--- src/rtl/fps_pkg.sv ---
// Package: shared state encoding for the flash program status block.
package fps_pkg;
    typedef enum logic [1:0] {
        ST_IDLE = 2'd0,
        ST_PROG = 2'd1,
        ST_ERR  = 2'd2
    } fps_state_e;
endpackage

--- src/rtl/fps_array.sv ---
// Module: fps_array
// Behavioural register cell array. A write can only clear bits (stored byte
// is ANDed with write data). Two asynchronous read ports.
// Assumes: synchronous active-low reset erases every byte to 0xFF.
module fps_array #(
    parameter int ADDR_W = 4,
    localparam int DEPTH = 1 << ADDR_W
) (
    input  logic              clk,
    input  logic              rst_n,
    input  logic              wr_en,
    input  logic [ADDR_W-1:0] wr_addr,
    input  logic [7:0]        wr_data,
    input  logic [ADDR_W-1:0] rd_addr_a,
    output logic [7:0]        rd_byte_a,
    input  logic [ADDR_W-1:0] rd_addr_b,
    output logic [7:0]        rd_byte_b
);
    logic [7:0] mem [DEPTH];

    for (genvar g = 0; g < DEPTH; g++) begin : g_cell
        // Per-byte cell: erase on reset, clear-only programming.
        always_ff @(posedge clk) begin
            if (!rst_n)
                mem[g] <= 8'hFF;
            else if (wr_en && wr_addr == ADDR_W'(g))
                mem[g] <= mem[g] & wr_data;
        end
    end

    // Read ports: plain combinational lookup.
    assign rd_byte_a = mem[rd_addr_a];
    assign rd_byte_b = mem[rd_addr_b];
endmodule

--- src/rtl/fps_ctrl.sv ---
// Module: fps_ctrl
// Accepts one program request, runs the program-duration and timeout
// counters, and decides between normal completion and the error state.
// Assumes: old_byte is the current array content at prog_addr.
module fps_ctrl
    import fps_pkg::*;
#(
    parameter int ADDR_W   = 4,
    parameter int SECT_W   = 2,
    parameter int PROG_CYC = 8,
    parameter int TMO_CYC  = 20,
    localparam int N_SECT  = 1 << SECT_W,
    localparam int CNT_MAX = (PROG_CYC > TMO_CYC) ? PROG_CYC : TMO_CYC,
    localparam int CNT_W   = $clog2(CNT_MAX + 1)
) (
    input  logic              clk,
    input  logic              rst_n,
    input  logic              prog_req,
    input  logic [ADDR_W-1:0] prog_addr,
    input  logic [7:0]        prog_data,
    input  logic [N_SECT-1:0] sect_cs,
    input  logic [N_SECT-1:0] sect_prot,
    input  logic              clr_err,
    input  logic [7:0]        old_byte,
    output fps_state_e        state,
    output logic [ADDR_W-1:0] tgt_addr,
    output logic [7:0]        tgt_data,
    output logic              wr_en
);
    logic [SECT_W-1:0] sect;
    logic              accept;
    logic [CNT_W-1:0]  cnt;
    logic              tmo_hit;
    logic              done_hit;
    logic              illegal;

    // Request qualification: idle, sector selected and not protected.
    assign sect   = prog_addr[ADDR_W-1 -: SECT_W];
    assign accept = prog_req && (state == ST_IDLE) && sect_cs[sect] && !sect_prot[sect];

    // Counter limits; timeout has priority when both hit together.
    assign tmo_hit  = (cnt == CNT_W'(TMO_CYC - 1));
    assign done_hit = (cnt == CNT_W'(PROG_CYC - 1));
    assign wr_en    = (state == ST_PROG) && done_hit && !tmo_hit;

    // Operation sequencer and counters.
    always_ff @(posedge clk) begin
        if (!rst_n) begin
            state    <= ST_IDLE;
            cnt      <= '0;
            tgt_addr <= '0;
            tgt_data <= '0;
            illegal  <= 1'b0;
        end else begin
            unique case (state)
                ST_IDLE: begin
                    if (accept) begin
                        state    <= ST_PROG;
                        cnt      <= '0;
                        tgt_addr <= prog_addr;
                        tgt_data <= prog_data;
                        illegal  <= |(~old_byte & prog_data);
                    end
                end
                ST_PROG: begin
                    if (tmo_hit)
                        state <= ST_ERR;
                    else if (done_hit)
                        state <= illegal ? ST_ERR : ST_IDLE;
                    else
                        cnt <= cnt + 1'b1;
                end
                ST_ERR: begin
                    if (clr_err)
                        state <= ST_IDLE;
                end
                default: state <= ST_IDLE;
            endcase
        end
    end
endmodule

--- src/rtl/fps_status.sv ---
// Module: fps_status
// Registered read path: returns the status byte for reads of the target
// while an operation or error is pending, array data otherwise.
// Assumes: arr_byte is the array content at rd_addr.
module fps_status
    import fps_pkg::*;
#(
    parameter int ADDR_W = 4
) (
    input  logic              clk,
    input  logic              rst_n,
    input  logic              rd_en,
    input  logic [ADDR_W-1:0] rd_addr,
    input  fps_state_e        state,
    input  logic [ADDR_W-1:0] tgt_addr,
    input  logic              tgt_d7,
    input  logic [7:0]        arr_byte,
    output logic [7:0]        rd_data
);
    logic       tog;
    logic       stat_hit;
    logic [7:0] stat_byte;

    // Status selection and byte assembly (undefined bits driven 0).
    assign stat_hit  = rd_en && (state != ST_IDLE) && (rd_addr == tgt_addr);
    assign stat_byte = {~tgt_d7, tog, (state == ST_ERR), 1'b0, 1'b0, 3'b000};

    // Read data register and toggle flag.
    always_ff @(posedge clk) begin
        if (!rst_n) begin
            rd_data <= 8'h00;
            tog     <= 1'b0;
        end else if (rd_en) begin
            rd_data <= stat_hit ? stat_byte : arr_byte;
            if (stat_hit)
                tog <= ~tog;
        end
    end
endmodule

--- src/rtl/flash_prog_status.sv ---
// Module: flash_prog_status (top)
// Single-byte flash program engine with polled status and ready/busy pin.
// Assumes: prog_req is already decoded from the command sequence.
module flash_prog_status
    import fps_pkg::*;
#(
    parameter int ADDR_W   = 4,
    parameter int SECT_W   = 2,
    parameter int PROG_CYC = 8,
    parameter int TMO_CYC  = 20,
    localparam int N_SECT  = 1 << SECT_W
) (
    input  logic              clk,
    input  logic              rst_n,
    input  logic              prog_req,
    input  logic [ADDR_W-1:0] prog_addr,
    input  logic [7:0]        prog_data,
    input  logic [N_SECT-1:0] sect_cs,
    input  logic [N_SECT-1:0] sect_prot,
    input  logic              clr_err,
    input  logic              rd_en,
    input  logic [ADDR_W-1:0] rd_addr,
    output logic [7:0]        rd_data,
    output logic              busy_n
);
    fps_state_e        state;
    logic [ADDR_W-1:0] tgt_addr;
    logic [7:0]        tgt_data;
    logic              wr_en;
    logic [7:0]        old_byte;
    logic [7:0]        arr_byte;

    fps_ctrl #(
        .ADDR_W(ADDR_W), .SECT_W(SECT_W),
        .PROG_CYC(PROG_CYC), .TMO_CYC(TMO_CYC)
    ) u_ctrl (
        .clk(clk), .rst_n(rst_n), .prog_req(prog_req),
        .prog_addr(prog_addr), .prog_data(prog_data),
        .sect_cs(sect_cs), .sect_prot(sect_prot), .clr_err(clr_err),
        .old_byte(old_byte), .state(state), .tgt_addr(tgt_addr),
        .tgt_data(tgt_data), .wr_en(wr_en)
    );

    fps_array #(.ADDR_W(ADDR_W)) u_array (
        .clk(clk), .rst_n(rst_n), .wr_en(wr_en), .wr_addr(tgt_addr),
        .wr_data(tgt_data), .rd_addr_a(prog_addr), .rd_byte_a(old_byte),
        .rd_addr_b(rd_addr), .rd_byte_b(arr_byte)
    );

    fps_status #(.ADDR_W(ADDR_W)) u_status (
        .clk(clk), .rst_n(rst_n), .rd_en(rd_en), .rd_addr(rd_addr),
        .state(state), .tgt_addr(tgt_addr), .tgt_d7(tgt_data[7]),
        .arr_byte(arr_byte), .rd_data(rd_data)
    );

    // Ready/busy pin: low only during the program interval.
    assign busy_n = (state != ST_PROG);
endmodule

--- config.mk ---
export PLATFORM = sky130hd
export DESIGN_NAME = flash_prog_status
export DESIGN_NICKNAME = d
export VERILOG_FILES = /design/src/rtl/fps_pkg.sv /design/src/rtl/fps_array.sv /design/src/rtl/fps_ctrl.sv /design/src/rtl/fps_status.sv /design/src/rtl/flash_prog_status.sv
export SDC_FILE = /design/constraint.sdc
export NUM_CORES = 1
export LEC_CHECK = 0
export BUFFER_PORTS_ARGS = -buffer_cell sky130_fd_sc_hd__buf_2
export CAP_MARGIN = 10
export CORE_ASPECT_RATIO = 0.6
export CORE_MARGIN = 2
export CORE_UTILIZATION = 25
export CTS_BUF_LIST = sky130_fd_sc_hd__clkbuf_4 sky130_fd_sc_hd__clkbuf_8 sky130_fd_sc_hd__clkbuf_16
export CTS_CLUSTER_DIAMETER = 50
export DETAILED_ROUTE_END_ITERATION = 7
export PLACE_DENSITY = 0.48
export SLEW_MARGIN = 20
export SYNTH_ARGS = -nofsm -noshare
export SYNTH_HDL_FRONTEND = slang
export SYNTH_SLANG_ARGS = --single-unit
--- constraint.sdc ---
create_clock -name clk -period 2.85 [get_ports clk]
set_input_delay 0.1425 -clock clk [delete_from_list [all_inputs] [get_ports clk]]
set_output_delay 0.1425 -clock clk [all_outputs]
set_load 0.01 [all_outputs]
# Word level (Yosys, flattened, before mapping)
# Memory sizes are Yosys's and may differ from the RTL's.
# Index checks and enable logic that the tools add are counted.
dict set report totals {
  register_bits 29
  ram_bits 128
  in_bits 29
  output_inout_bits 9
  n_memories 1
}
dict set report classes {
  addsub 1
  magnitude_cmp 1
  eq_ne 26
  muxes 80
  bitwise_logic 36
  n_reduce_logical 34
}
# memory words word_bits rd rd_clocked_by_memory_dff wr line_no
set memory_table {}
lappend memory_table {u_array.mem 16 8 18 0 16 fps_array.sv:19} ;# logic [7:0] mem [DEPTH];
# cell count
set ops {}
lappend ops {{8-bit AND} 17}
lappend ops {{8-bit 2-to-1 mux} 17}
lappend ops {{1-bit 2-to-1 mux} 51}
lappend ops {{4-bit equality test, second input constant} 8}
lappend ops {{1-bit logical AND} 23}
lappend ops {{4-bit by 3-bit equality test with 1-bit output, second input constant} 4}
lappend ops {{1-bit bitwise OR} 16}
lappend ops {{5-bit 2-to-1 mux} 3}
lappend ops {{2-bit 2-to-1 mux} 5}
lappend ops {{5-bit case mux with 2 select lines} 1}
lappend ops {{4-bit by 2-bit equality test with 1-bit output, second input constant} 2}
lappend ops {{8-bit inverter} 1}
lappend ops {{8-bit OR reduction} 1}
lappend ops {{2-bit != test, second input constant} 3}
lappend ops {{2-bit case mux with 3 select lines} 1}
lappend ops {{5-bit by 1-bit adder with 5-bit output, second input constant} 1}
lappend ops {{5-bit by 3-bit equality test with 1-bit output, second input constant} 1}
lappend ops {{5-bit equality test, second input constant} 1}
lappend ops {{1-bit binary-select mux with 2-bit select} 2}
lappend ops {{4-bit by 1-bit equality test with 1-bit output, second input constant} 1}
lappend ops {{4-bit equality test} 1}
lappend ops {{4-bit logical NOT} 1}
lappend ops {{2-bit by 1-bit != test with 1-bit output, second input constant} 2}
lappend ops {{2-bit AND reduction} 2}
lappend ops {{10 further kinds} 13}

# Longest topological paths before layout
dict set report depth {
  word_depth 8
  ltp_mapped 9
  depth_no_buf 7
}

# Hierarchy
# Synthesis repeated with hierarchy kept, for this count alone.
dict set report hier_totals {
  cells_unflattened 755
  hier_area_um2 8867.3
}
# module n_inst cells_each area_per_inst_um2
set by_module_without_submodules {}
lappend by_module_without_submodules {fps_array 1 567 7229.4}
lappend by_module_without_submodules {fps_ctrl 1 130 1123.6}
lappend by_module_without_submodules {fps_status 1 57 508.0}
lappend by_module_without_submodules {flash_prog_status 1 1 6.3}

# Least setup slack after synthesis
# OpenSTA, ideal clock, no wires.
dict set report synth_timing {
  path_kind {reg2reg}
  start {register u_ctrl.cnt[0]}
  end {memory u_array.mem[0][0] (enable)}
  setup_ns 0.384
  arrival_ns 2.074
  required_time_ns 2.466
  setup_slack_ns 0.392
  stages_incl_launch_ff 6
  n_path_buf 0
  period_less_slack_ns 2.458
  cell_sequence {dfxtp_1 ha_1 nand2b_1 or4_4 or3_4 o21ai_0}
}
# item line_no
set synth_lines {}
lappend synth_lines {{from (decl)} fps_ctrl.sv:32} ;# logic [CNT_W-1:0] cnt;
lappend synth_lines {{from (signal assigned)} fps_ctrl.sv:71} ;# cnt <= cnt + 1'b1;
lappend synth_lines {{to (decl)} fps_array.sv:19}

==> results.ini <==
[die]
placementRows=52
core_area_mm2=0.03351
initial_core_util_pct=25.24
die_h_um=146.5
io_pins=38
die_x_um=241.4
die-area_mm2=0.03536

[worst_hold_path]
min_from=prog_data[4]
hold_class=in -> reg
hold_path_end=u_ctrl.tgt_data[4]
holdPathStages=3

[setup_path]
r2r_cells=7
cp.required_ns=3.01
timing.rr.end=u_array.mem[6][5]
startpoint_type=flip-flop
r2r_slack_ns=0.27
crit_arrival_ns=2.73
crit_start=u_ctrl.cnt[0]
endpoint_kind=flip-flop
reg2reg_from=u_ctrl.cnt[0]
critPathKind=reg -> reg
worst-path-max-fanout=8

[routing]
dr.pass1.iters=7
vias=6497
viasPerCell=5.261
drtIter0Drc=1020
route.detailed.drc=0
postRouteAntennaNets=0
routed_wl_um=30780
wl_per_cell_um=24.93

[timing]
max-slew-margin-rel_pct=23.32
setup-violations-final=0
worst_slew_pin_slew_ns=1.149
setup_tns_ns=0
fmax_mhz=388.0
finalClockSkew_ns=0.01110
finalMaxSlewViolations=0
timing_hold_violations_final=0
rsz0062_at_grt=no
finalCritPeriodShare_pct=90.43
finalCriticalPeriod_ns=2.577

[pwr]
powerDensity_mw_per_mm2=518.7
p_leak_nw=2.818
irDropWorstVdd_mv=0.3571

[logic_synthesis]
synth.avg_cell_area_um2=11.84
yosysUniqueCellTypes=52
syn-num-nets=744
syn_inst=714
yosys_register_bits=157
ys_warn_count=0
netlist_area_mm2=0.008457
yosysSeqAreaShare_pct=52.32

[place]
numPortBuffers=37
gp_congestion=0.8908
hpwl_um=22820
place_area_mm2=0.009318

[cells_and_area]
final_common_cell=nand2_1
drive_above_1_share_pct=23.71
final_cell_mix=nand2_1 (175), edfxtp_1 (128), mux4_2 (59), a21o_1 (49), nor2_1 (46)
num_antenna_cells=0
fill_cells=3427
design_area_mm2=0.009907
syn_to_final_growth_pct=17.15
nets=793

[clocking]
clkTransAtPathRegs_ns=0.07
cts_resized=0
tritoncts=done
cts_max_level=4
cts.sinks=157
clk_latency_ns=0.44
cts_made_buffers=17
cts_buffer_depth=2
root_buffer=clkbuf_16

[grt]
antenna_found_initial=3
grt_pass1_wl_um=43550
grt_usage_pct=17.64
grt-ovfl-total=0
grt_max_degree=28
grt_pass1_vias=5846

[job]
maxCapViolCount=0

[outcome]
status=finished, final reports clean

==> metrics by stage <==
stage | utilization [%] | hold slack (ns) | std cells | setup WS [ns] | total power [mW]
3_3_place_gp | 27.81 | 0.4275 | 1199 | 0.3645 | 2.991
3_5_place_dp | 27.81 | 0.4332 | 1199 | 0.3872 | 2.989
4_1_cts | 29.57 | 0.002812 | 1235 | 0.3605 | 5.171
6_report | 29.57 | 0.02527 | 1235 | 0.2726 | 5.139
5_1_grt | 29.57 | 0.03342 | 1235 | 0.09938 | 5.297
2_1_floorplan | - | 0.2864 | 714 | 0.3916 | 2.815
==> cell usage after synthesis (all sizes together) <==
master / instances / share of area, %
nand2: 175 / 7.8
edfxtp: 128 / 45
mux4: 59 / 16
a21o: 49 / 4.3
nor2: 46 / 2.0
clkbuf: 33 / 1.5
dfxtp: 29 / 6.9
mux2i: 28 / 3.3
o21ai: 26 / 1.5
buf: 19 / 1.3
nand3: 13 / 0.77
a21oi: 12 / 0.71
nor2b: 12 / 0.89
mux2: 9 / 1.2
inv: 8 / 0.36
a22oi: 6 / 0.53
a31oi: 6 / 0.44
nand2b: 5 / 0.46
nor3: 5 / 0.36
xor2: 5 / 0.52
nand4: 4 / 0.30
o22ai: 4 / 0.30
xnor2: 4 / 0.41
a2111oi: 2 / 0.28
a211oi: 2 / 0.18
and2: 2 / 0.15
nor3b: 2 / 0.18
o211ai: 2 / 0.18
o221ai: 2 / 0.21
o311ai: 2 / 0.21
or2: 2 / 0.15
a221o: 1 / 0.12
a221oi: 1 / 0.10
a31o: 1 / 0.10
a41oi: 1 / 0.10
and3b: 1 / 0.10
ha: 1 / 0.15
nand3b: 1 / 0.089
o22a: 1 / 0.10
o311a: 1 / 0.12
o32a: 1 / 0.12
or2b: 1 / 0.089
or3: 1 / 0.13
or4: 1 / 0.13
==> what timing repair did <==
| action | in CTS | in global routing |
|---|---|---|
| buffers inserted | 0 | 0 |
| endpoints found under the hold margin | 4 | 0 |
| hold buffers | 4 | 0 |
==> critical path, stage by stage (launching register included) <==
cell,delay [ns]
dfxtp_1,0.38
ha_1,0.22
nand2b_1,0.12
or4_4,0.47
nor2_1,0.15
nand2_1,0.28
nor2_1,0.56
nand2_1,0.11
==> state kept, by name, indices dropped and copies added (netlist names) <==
signal	count
u_status.rd_data	8
u_ctrl.state	2
u_ctrl.tgt_data	8
u_ctrl.illegal	1
u_array.mem	128
u_ctrl.tgt_addr	4
u_ctrl.cnt	5
u_status.tog	1
==> metal layers <==
layer	vias up	GRT usage [%]	share of wire, %
li1	2751	-	-
met1	3330	30.23	51
met2	388	19.80	34
met3	24	5.899	13
met4	4	3.426	0.74
met5	-	1.791	0.31
==> layout make-up <==
cell class | instances | area, um^2 | share of cell area, %
Multi-Input combinational cell | 497 | 3771 | 38.07
Clock inverter | 15 | 123.9 | 1.250
Tap cell | 459 | 574.3 | 5.797
Timing Repair Buffer | 82 | 558.0 | 5.633
Sequential cell | 157 | 4424 | 44.66
Clock buffer | 17 | 425.4 | 4.294
Inverter | 8 | 30.03 | 0.3031
==> kinds of logic (layout without fill, tap and decap cells) <==
logic type	count (synthesis)	after routing	synth area share, %
AOI/OAI and AO/OA	120	120	9.691
DFF	157	157	52.32
muxes	96	96	20.22
buffers and inverters	60	122	3.092
adders and majority gates	1	1	0.1479
xor gates and xnor gates	9	9	0.9320
and+or+nand+nor	271	271	13.60
==> report_power, final <==
group          total (mW)  switching [mW]  internal (mW)
Combinational       0.403           0.251          0.152
Clock                2.19           0.991           1.20
Sequential           2.55          0.0611           2.49
Total                5.14            1.30           3.84
==> how the worst max path moves through the flow <==
stage                              endpoint  slack [ns]  cells after the start
after floorplan           u_array.mem[0][0]        0.39                      5
after global placement    u_array.mem[9][3]        0.36                      7
after detailed placement  u_array.mem[6][1]        0.39                      7
after CTS                 u_array.mem[6][1]        0.36                      7
after global routing      u_array.mem[3][4]         0.1                      7
final                     u_array.mem[6][5]        0.27                      7
Power figures use the tool's default switching activity.
